--- src/rtl/isp_pkg.sv ---
package isp_pkg;

    typedef enum logic [1:0] {
        MOP_NONE      = 2'd0,
        MOP_ERASE_ALL = 2'd1,
        MOP_PROGRAM   = 2'd2,
        MOP_REPLACE   = 2'd3
    } mem_op_t;

    typedef enum logic [1:0] {
        ST_OFF,
        ST_LOCKED,
        ST_READY,
        ST_BUSY
    } isp_state_t;

    localparam logic [7:0] OPC_ENABLE  = 8'hAC;
    localparam logic [7:0] KEY_ENABLE  = 8'h53;
    localparam logic [7:0] KEY_ERASE   = 8'h80;
    localparam logic [7:0] OPC_RD_PROG = 8'h20;
    localparam logic [7:0] OPC_RD_DATA = 8'hA0;
    localparam logic [7:0] OPC_WR_PROG = 8'h40;
    localparam logic [7:0] OPC_WR_DATA = 8'hC0;
    localparam logic [7:0] OPC_POLL    = 8'hF0;

endpackage

--- src/rtl/isp_sck_sync.sv ---
module isp_sck_sync #(
    parameter int MIN_PHASE = 2,
    parameter int SYNC_LEN  = 2
) (
    input  logic clk,
    input  logic rst_n,
    input  logic hold_n,
    input  logic sck,
    input  logic mosi,
    output logic active,
    output logic sck_rise,
    output logic sck_fall,
    output logic mosi_s,
    output logic phase_err
);
    localparam int CNT_W = $clog2(MIN_PHASE + 2);

    logic [SYNC_LEN-1:0] hold_ff;
    logic [SYNC_LEN:0]   sck_ff;
    logic [SYNC_LEN-1:0] mosi_ff;
    logic [CNT_W-1:0]    phase_cnt;
    logic                phase_seen;
    logic                edge_any;

    // Every input passes through the same depth of flops.
    always_ff @(posedge clk or negedge rst_n) begin
        if (!rst_n) begin
            hold_ff <= '1;
            sck_ff  <= '0;
            mosi_ff <= '0;
        end else begin
            hold_ff <= {hold_ff[SYNC_LEN-2:0], hold_n};
            sck_ff  <= {sck_ff[SYNC_LEN-1:0], sck};
            mosi_ff <= {mosi_ff[SYNC_LEN-2:0], mosi};
        end
    end

    assign active   = ~hold_ff[SYNC_LEN-1];
    assign sck_rise = active &  sck_ff[SYNC_LEN-1] & ~sck_ff[SYNC_LEN];
    assign sck_fall = active & ~sck_ff[SYNC_LEN-1] &  sck_ff[SYNC_LEN];
    assign mosi_s   = mosi_ff[SYNC_LEN-1];
    assign edge_any = sck_rise | sck_fall;

    // Phase width: phase_cnt equals the length of the phase that just ended.
    always_ff @(posedge clk or negedge rst_n) begin
        if (!rst_n) begin
            phase_cnt  <= '0;
            phase_seen <= 1'b0;
            phase_err  <= 1'b0;
        end else if (!active) begin
            phase_cnt  <= '0;
            phase_seen <= 1'b0;
            phase_err  <= 1'b0;
        end else if (edge_any) begin
            if (phase_seen && (int'(phase_cnt) <= MIN_PHASE)) begin
                phase_err <= 1'b1;
            end
            phase_seen <= 1'b1;
            phase_cnt  <= CNT_W'(1);
        end else if (phase_cnt != '1) begin
            phase_cnt <= phase_cnt + CNT_W'(1);
        end
    end

    // once raised, the error stays until the port is released
    assert_err_sticky_R11: assert property (@(posedge clk) disable iff (!rst_n)
        (phase_err && active) |=> (phase_err || !active));

endmodule

--- src/rtl/isp_shifter.sv ---
module isp_shifter (
    input  logic       clk,
    input  logic       rst_n,
    input  logic       active,
    input  logic       sck_rise,
    input  logic       sck_fall,
    input  logic       mosi_s,
    input  logic       tx_load,
    input  logic [7:0] tx_byte,
    output logic       byte_done,
    output logic [1:0] byte_idx,
    output logic [7:0] rx_byte,
    output logic       miso
);
    logic [4:0] bit_cnt;
    logic [6:0] rx_sh;
    logic [7:0] tx_sh;
    logic       pend;
    logic [7:0] pend_byte;

    // Receive: shift on rising edge, MSB first
    always_ff @(posedge clk or negedge rst_n) begin
        if (!rst_n) begin
            bit_cnt   <= '0;
            rx_sh     <= '0;
            byte_done <= 1'b0;
            byte_idx  <= '0;
            rx_byte   <= '0;
        end else if (!active) begin
            bit_cnt   <= '0;
            rx_sh     <= '0;
            byte_done <= 1'b0;
            byte_idx  <= '0;
            rx_byte   <= '0;
        end else begin
            byte_done <= 1'b0;
            if (sck_rise) begin
                rx_sh   <= {rx_sh[5:0], mosi_s};
                bit_cnt <= bit_cnt + 5'd1;
                if (bit_cnt[2:0] == 3'd7) begin
                    byte_done <= 1'b1;
                    byte_idx  <= bit_cnt[4:3];
                    rx_byte   <= {rx_sh, mosi_s};
                end
            end
        end
    end

    // Transmit: shift or reload on falling edge
    always_ff @(posedge clk or negedge rst_n) begin
        if (!rst_n) begin
            tx_sh     <= '0;
            pend      <= 1'b0;
            pend_byte <= '0;
        end else if (!active) begin
            tx_sh     <= '0;
            pend      <= 1'b0;
            pend_byte <= '0;
        end else if (tx_load) begin
            if (sck_fall) begin
                tx_sh <= tx_byte;
                pend  <= 1'b0;
            end else begin
                pend      <= 1'b1;
                pend_byte <= tx_byte;
            end
        end else if (sck_fall) begin
            if (pend) begin
                tx_sh <= pend_byte;
                pend  <= 1'b0;
            end else begin
                tx_sh <= {tx_sh[6:0], 1'b0};
            end
        end
    end

    assign miso = tx_sh[7];

    // a completed byte is reported for a single cycle
    assert_done_pulse_R4: assert property (@(posedge clk) disable iff (!rst_n)
        byte_done |=> !byte_done);

    // the output is quiet once the port has been released
    assert_idle_quiet_R1: assert property (@(posedge clk) disable iff (!rst_n)
        !active |=> !miso);

endmodule

--- src/rtl/isp_ctrl.sv ---
module isp_ctrl
    import isp_pkg::*;
#(
    parameter int ADDR_W   = 12,
    parameter int BUSY_CYC = 4000
) (
    input  logic              clk,
    input  logic              rst_n,
    input  logic              active,
    input  logic              byte_done,
    input  logic [1:0]        byte_idx,
    input  logic [7:0]        rx_byte,
    input  logic [7:0]        mem_rdata,
    output logic              tx_load,
    output logic [7:0]        tx_byte,
    output mem_op_t           mem_op,
    output logic              mem_space,
    output logic [ADDR_W-1:0] mem_addr,
    output logic [7:0]        mem_wdata,
    output logic              mem_re,
    output logic              busy
);
    localparam int BUSY_W = $clog2(BUSY_CYC + 1);

    isp_state_t        state, state_nx;
    logic [7:0]        op_b0, op_b1, addr_lo;
    logic              en_hit, rd_wait;
    logic [BUSY_W-1:0] busy_cnt;
    logic              last_byte, honored, is_read;
    logic [15:0]       addr_full;

    assign last_byte = byte_done && (byte_idx == 2'd3);
    assign honored   = (state == ST_READY) || (state == ST_BUSY);
    assign is_read   = (op_b0 == OPC_RD_PROG) || (op_b0 == OPC_RD_DATA);

    // State register and instruction bytes
    always_ff @(posedge clk or negedge rst_n) begin
        if (!rst_n) begin
            state    <= ST_OFF;
            op_b0    <= '0;
            op_b1    <= '0;
            addr_lo  <= '0;
            en_hit   <= 1'b0;
            rd_wait  <= 1'b0;
            busy_cnt <= '0;
        end else begin
            state   <= state_nx;
            rd_wait <= mem_re;
            if (!active) begin
                op_b0    <= '0;
                op_b1    <= '0;
                addr_lo  <= '0;
                en_hit   <= 1'b0;
                busy_cnt <= '0;
            end else begin
                if (byte_done) begin
                    unique case (byte_idx)
                        2'd0: begin
                            op_b0  <= rx_byte;
                            en_hit <= 1'b0;
                        end
                        2'd1: begin
                            op_b1  <= rx_byte;
                            en_hit <= (op_b0 == OPC_ENABLE) && (rx_byte == KEY_ENABLE);
                        end
                        2'd2: addr_lo <= rx_byte;
                        2'd3: ;
                    endcase
                end
                if (state_nx == ST_BUSY && state != ST_BUSY) begin
                    busy_cnt <= BUSY_W'(BUSY_CYC - 1);
                end else if (state == ST_BUSY && busy_cnt != '0) begin
                    busy_cnt <= busy_cnt - BUSY_W'(1);
                end
            end
        end
    end

    // Next state and outputs
    always_comb begin
        state_nx  = state;
        mem_op    = MOP_NONE;
        mem_re    = 1'b0;
        tx_load   = 1'b0;
        tx_byte   = '0;
        addr_full = (byte_idx == 2'd2) ? {op_b1, rx_byte} : {op_b1, addr_lo};
        mem_addr  = addr_full[ADDR_W-1:0];
        mem_space = op_b0[7];
        mem_wdata = rx_byte;

        unique case (state)
            ST_OFF: begin
                if (active) state_nx = ST_LOCKED;
            end
            ST_LOCKED: begin
                if (last_byte && en_hit) state_nx = ST_READY;
            end
            ST_READY: begin
                if (last_byte) begin
                    if (op_b0 == OPC_ENABLE && op_b1 == KEY_ERASE) mem_op = MOP_ERASE_ALL;
                    else if (op_b0 == OPC_WR_PROG)                 mem_op = MOP_PROGRAM;
                    else if (op_b0 == OPC_WR_DATA)                 mem_op = MOP_REPLACE;
                    if (mem_op != MOP_NONE) state_nx = ST_BUSY;
                end
            end
            ST_BUSY: begin
                if (busy_cnt == '0) state_nx = ST_READY;
            end
        endcase

        if (byte_done && byte_idx == 2'd1 && op_b0 == OPC_ENABLE && rx_byte == KEY_ENABLE) begin
            tx_load = 1'b1;
            tx_byte = KEY_ENABLE;
        end
        if (honored && byte_done && byte_idx == 2'd2) begin
            if (is_read) begin
                mem_re = 1'b1;
            end else if (op_b0 == OPC_POLL) begin
                tx_load = 1'b1;
                tx_byte = {7'd0, state == ST_BUSY};
            end
        end
        if (rd_wait) begin
            tx_load = 1'b1;
            tx_byte = mem_rdata;
        end

        if (!active) state_nx = ST_OFF;
    end

    assign busy = (state == ST_BUSY);

    assert_locked_no_op_R2: assert property (@(posedge clk) disable iff (!rst_n)
        (state == ST_LOCKED || state == ST_OFF) |-> (mem_op == MOP_NONE && !mem_re));

    assert_busy_blocks_R10: assert property (@(posedge clk) disable iff (!rst_n)
        busy |-> (mem_op == MOP_NONE));

    assert_busy_after_op_R9: assert property (@(posedge clk) disable iff (!rst_n)
        (mem_op != MOP_NONE && active) |=> busy);

    assert_release_off_R1: assert property (@(posedge clk) disable iff (!rst_n)
        !active |=> (state == ST_OFF));

endmodule

--- src/rtl/spi_isp_slave.sv ---
module spi_isp_slave #(
    parameter int ADDR_W   = 12,
    parameter int BUSY_CYC = 4000,
    parameter bit FAST_CLK = 1'b0
) (
    input  logic              clk,
    input  logic              rst_n,
    input  logic              hold_n,
    input  logic              sck,
    input  logic              mosi,
    output logic              miso,
    output logic              sck_err,
    output logic              busy,
    output logic [1:0]        mem_op,
    output logic              mem_space,
    output logic [ADDR_W-1:0] mem_addr,
    output logic [7:0]        mem_wdata,
    output logic              mem_re,
    input  logic [7:0]        mem_rdata
);
    import isp_pkg::*;

    localparam int MIN_PHASE = FAST_CLK ? 3 : 2;

    logic       active, sck_rise, sck_fall, mosi_s;
    logic       byte_done, tx_load;
    logic [1:0] byte_idx;
    logic [7:0] rx_byte, tx_byte;
    mem_op_t    op_w;

    isp_sck_sync #(.MIN_PHASE(MIN_PHASE), .SYNC_LEN(2)) u_sync (
        .clk(clk), .rst_n(rst_n), .hold_n(hold_n), .sck(sck), .mosi(mosi),
        .active(active), .sck_rise(sck_rise), .sck_fall(sck_fall),
        .mosi_s(mosi_s), .phase_err(sck_err)
    );

    isp_shifter u_shift (
        .clk(clk), .rst_n(rst_n), .active(active), .sck_rise(sck_rise),
        .sck_fall(sck_fall), .mosi_s(mosi_s), .tx_load(tx_load), .tx_byte(tx_byte),
        .byte_done(byte_done), .byte_idx(byte_idx), .rx_byte(rx_byte), .miso(miso)
    );

    isp_ctrl #(.ADDR_W(ADDR_W), .BUSY_CYC(BUSY_CYC)) u_ctrl (
        .clk(clk), .rst_n(rst_n), .active(active), .byte_done(byte_done),
        .byte_idx(byte_idx), .rx_byte(rx_byte), .mem_rdata(mem_rdata),
        .tx_load(tx_load), .tx_byte(tx_byte), .mem_op(op_w), .mem_space(mem_space),
        .mem_addr(mem_addr), .mem_wdata(mem_wdata), .mem_re(mem_re), .busy(busy)
    );

    assign mem_op = op_w;

endmodule

--- config.mk ---
export PLATFORM = sky130hd
export DESIGN_NAME = spi_isp_slave
export DESIGN_NICKNAME = d
export VERILOG_FILES = /design/src/rtl/isp_pkg.sv /design/src/rtl/isp_sck_sync.sv /design/src/rtl/isp_shifter.sv /design/src/rtl/isp_ctrl.sv /design/src/rtl/spi_isp_slave.sv
export SDC_FILE = /design/constraint.sdc
export NUM_CORES = 1
export LEC_CHECK = 0
export ABC_CLOCK_PERIOD_IN_PS = 2500
export BUFFER_PORTS_ARGS = -buffer_cell sky130_fd_sc_hd__buf_2
export CELL_PAD_IN_SITES_DETAIL_PLACEMENT = 0
export CELL_PAD_IN_SITES_GLOBAL_PLACEMENT = 1
export CORE_ASPECT_RATIO = 0.75
export CORE_UTILIZATION = 49
export CTS_BUF_LIST = sky130_fd_sc_hd__clkbuf_8
export DETAILED_ROUTE_END_ITERATION = 10
export PLACE_DENSITY = 0.89
export SETUP_SLACK_MARGIN = 0.05
export SYNTH_ARGS = -nofsm -noshare
export SYNTH_HDL_FRONTEND = slang
export SYNTH_HIERARCHICAL = 1
export SYNTH_SLANG_ARGS = --single-unit
--- constraint.sdc ---
create_clock -name clk -period 2.5 [get_ports clk]
set_input_delay 0.5 -clock clk [delete_from_list [all_inputs] [get_ports clk]]
set_output_delay 0.5 -clock clk [all_outputs]
set_load 0.01 [all_outputs]
==> impl_metrics.env <==
export IMPL_status="complete, but fails checks"
export IMPL_violations="negative setup slack"
export IMPL_wire_per_inst_um=16.3
export IMPL_critPathLaunchType="flip-flop"
export IMPL_multi_input_area_mm2=0.00212
export IMPL_tns_ns=-0.141
export IMPL_whs_ns=0.0727
export IMPL_fin_ws_ns=-0.0591
export IMPL_worstHoldPathType="in -> async"
export IMPL_layout_worst_path_cycle_share_pct=102
export IMPL_first_global_vias=3346
export IMPL_synthMuxAreaShare_pct=11.5
export IMPL_slew_headroom_pct=53.2
export IMPL_ant_nets=0
export IMPL_drtIter0Drc=216
export IMPL_setup_worst_path_start="u_ctrl/op_b0[4]"
export IMPL_yosys_warnings=6
export IMPL_synth_compound_area_share_pct=9.77
export IMPL_grt_pass1_wl_mm=17.0
export IMPL_drt_first_pass_iters=4
export IMPL_globalRoute_totalOverflow=0
export IMPL_dieArea_mm2=0.00983
export IMPL_vdd_drop_max_mv=0.265
export IMPL_netlist_cell_type_count=65
export IMPL_r2r_setup_slack_ns=-0.03
export IMPL_initial_utilization_pct=50.9
export IMPL_io_pin_count=40
export IMPL_die_height_um=86.1
export IMPL_setup_worst_path_end="mem_op[0]"
export IMPL_required_ns=2.00
export IMPL_cp_data_arrival_time_ns=2.06
export IMPL_synthAdderAreaFrac_pct=1.35
export IMPL_fin_skew_ns=0.00824
export IMPL_synth_ff_type="dfrtp_1"
export IMPL_ys_ff_latch=91
export IMPL_p_leak_nw=2.42
export IMPL_seqCellArea_mm2=0.00228
export IMPL_max_freq_mhz=391
export IMPL_dr_total_vias=3446
export IMPL_power_density_mw_per_mm2=503
export IMPL_synth_xor_area_share_pct=1.11
export IMPL_drv_slew=0
export IMPL_io_buffers=39
export IMPL_nets=505
export IMPL_vias_per_cell=5.57
export IMPL_crit_fanout=2
export IMPL_coreArea_mm2=0.00908
export IMPL_cts_buffers=9
export IMPL_antenna_found_initial=0
export IMPL_drive_gt1_share_pct=22.4
export IMPL_synth_top_family_by_area="simple AND/OR/NAND/NOR gates"
export IMPL_path_clk_slew_ns=0.09
export IMPL_finalHoldViolCount=0
export IMPL_dieWidth_um=114
export IMPL_yosys_area_share_simple_pct=21.2
export IMPL_yosysSeqAreaShare_pct=49.3
export IMPL_cts_tree="yes"
export IMPL_n_fill_cell=780
export IMPL_wirelength_mm=10.1
export IMPL_insertion_delay_ns=0.37
export IMPL_fin_crit_ns=2.56
export IMPL_synth_avg_cell_area_um2=10.5
export IMPL_antenna_cells=0
export IMPL_timing_rr_start="u_ctrl/op_b0[4]"
export IMPL_area_delta_synth_final_pct=13.5
export IMPL_h_tree_depth=3
export IMPL_clk_path_buf_depth=2
export IMPL_cts_sinks=91
export IMPL_place_area_mm2=0.00493
export IMPL_dp_hpwl_mm=6.76
export IMPL_final_area_mm2=0.00525
export IMPL_cp_end_kind="output port"
export IMPL_synthArstFlopShare_pct=100
export IMPL_synth_fp_nets=460
export IMPL_netlist_area_mm2=0.00462
export IMPL_maxCapViolations=0
export IMPL_cts_root_buf="clkbuf_8"
export IMPL_tightest_slew_ns=0.695
export IMPL_grt_max_degree=59
export IMPL_setup_viol=3
export IMPL_synth_edf_count=0
export IMPL_rsz0062_at_grt="true"
export IMPL_track_usage_pct=22.6
export IMPL_drc=0
export IMPL_postSynthCellCount=442
export IMPL_place_gp_congestion=0.864
export IMPL_design_power_total_w=0.00264
export IMPL_reg2regPathDepth=12
export IMPL_row_count=30
export IMPL_worstReg2RegEnd="u_ctrl/busy_cnt[7]"
export IMPL_criticalPathCategory="reg -> out"
==> cells in the mapped netlist, types with 8 or more instances <==
cell      instances  area share [%]
o21ai_0          11             1.2
nor2_1           27             2.2
mux2_2            9             2.2
buf_4            13             2.1
clkbuf_1         10            0.81
inv_1            16             1.3
dfrtp_1          89              48
nand3_1          20             2.2
and2_1            8             1.1
nor2b_1          18             2.4
a21boi_1         10             1.6
nand2_1          43             3.5
mux2i_1          43             9.3
==> how the worst min path moves through the flow <==
stage / from / to / slack [ns] / depth (start not counted)
2_1_floorplan: rst_n / u_ctrl/addr_lo[0] / 0.20 / 0
3_3_place_gp: u_sync/sck_ff[0] / u_sync/sck_ff[1] / 0.33 / 0
3_5_place_dp: u_sync/mosi_ff[0] / u_sync/mosi_ff[1] / 0.34 / 0
4_1_cts: rst_n / u_ctrl/busy_cnt[11] / 0.08 / 1
5_1_grt: rst_n / u_ctrl/busy_cnt[2] / 0.08 / 1
6_report: rst_n / u_ctrl/busy_cnt[2] / 0.07 / 1
==> registers in the layout (all words and copies together), names as in the netlist, 3 cells and up <==
signal             flops
u_shift/rx_sh          7
u_ctrl/op_b0           8
u_sync/sck_ff          3
u_shift/tx_sh          8
u_shift/rx_byte        8
u_ctrl/addr_lo         8
u_shift/pend_byte      8
u_ctrl/op_b1           8
u_ctrl/busy_cnt       12
u_shift/bit_cnt        5
==> layout by cell type, fill, tap and decap left out, types with 8 or more instances in the layout <==
master    instances
nand3_1          20
nor2b_1          18
clkbuf_8         11
a21boi_1         10
mux2_2            9
dfrtp_1          89
buf_4            28
and2_1            8
buf_2            38
nor2_1           27
inv_1            17
o21ai_0          11
mux2i_1          43
nand2_1          43
==> kinds of logic after synthesis <==
group                    count (synthesis)
XOR/XNOR                                 5
AO/OA/AOI/OAI                           62
flip-flops                              91
buffers and inverters                   49
AND/OR/NAND/NOR                        178
adder cells (fa/ha/maj)                  5
multiplexers                            52
==> critical path, cell delays in order (launching register included) <==
cell and delay [ns]:
dfrtp_1 0.40, or4_4 0.56, nor4_4 0.32, a31oi_1 0.07, nor3_1 0.17, buf_2 0.16
==> power by group <==
part	leakage [nW]	switching [W]	internal (W)
Sequential	1.25	0.0000121	0.00149
Clock	0.107	0.000511	0.000511
Combinational	1.07	0.0000751	0.0000412
Total	2.42	0.000598	0.00204
==> stage by stage <==
step | util (%) | instances | worst slack (ns)
finish | 57.7 | 619 | -0.0591
global route | 57.7 | 619 | -0.155
global placement | 54.3 | 594 | 0.224
floorplan | - | 442 | 0.340
CTS | 57.6 | 619 | -0.0472
detailed placement | 54.3 | 594 | 0.210
==> timing repair <==
item	in CTS	in global routing
endpoints found under the setup margin	1	6
setup buffers	10	0
hold buffers	0	0
cloned	0	0
pin swaps	2	5
resized for setup	5	2
==> layer usage <==
metal / share of wire, % / vias to the layer above / global-route usage, %
met5: 0 / - / 0
met4: 1.5 / 0 / 8.85
met3: 5.4 / 13 / 5.09
met2: 44 / 103 / 32.5
met1: 49 / 1674 / 33.1
li1: - / 1656 / -
==> layout make-up <==
cell class	instances	share of cell area (%)
well taps	128	3.05
repair buffers	67	8.02
inverters	16	1.15
clock inverters	4	0.978
flip-flops and latches	91	43.5
multi-input cells	302	40.5
clock buffers	11	2.89
No activity file was read; power rests on OpenSTA's default activity.
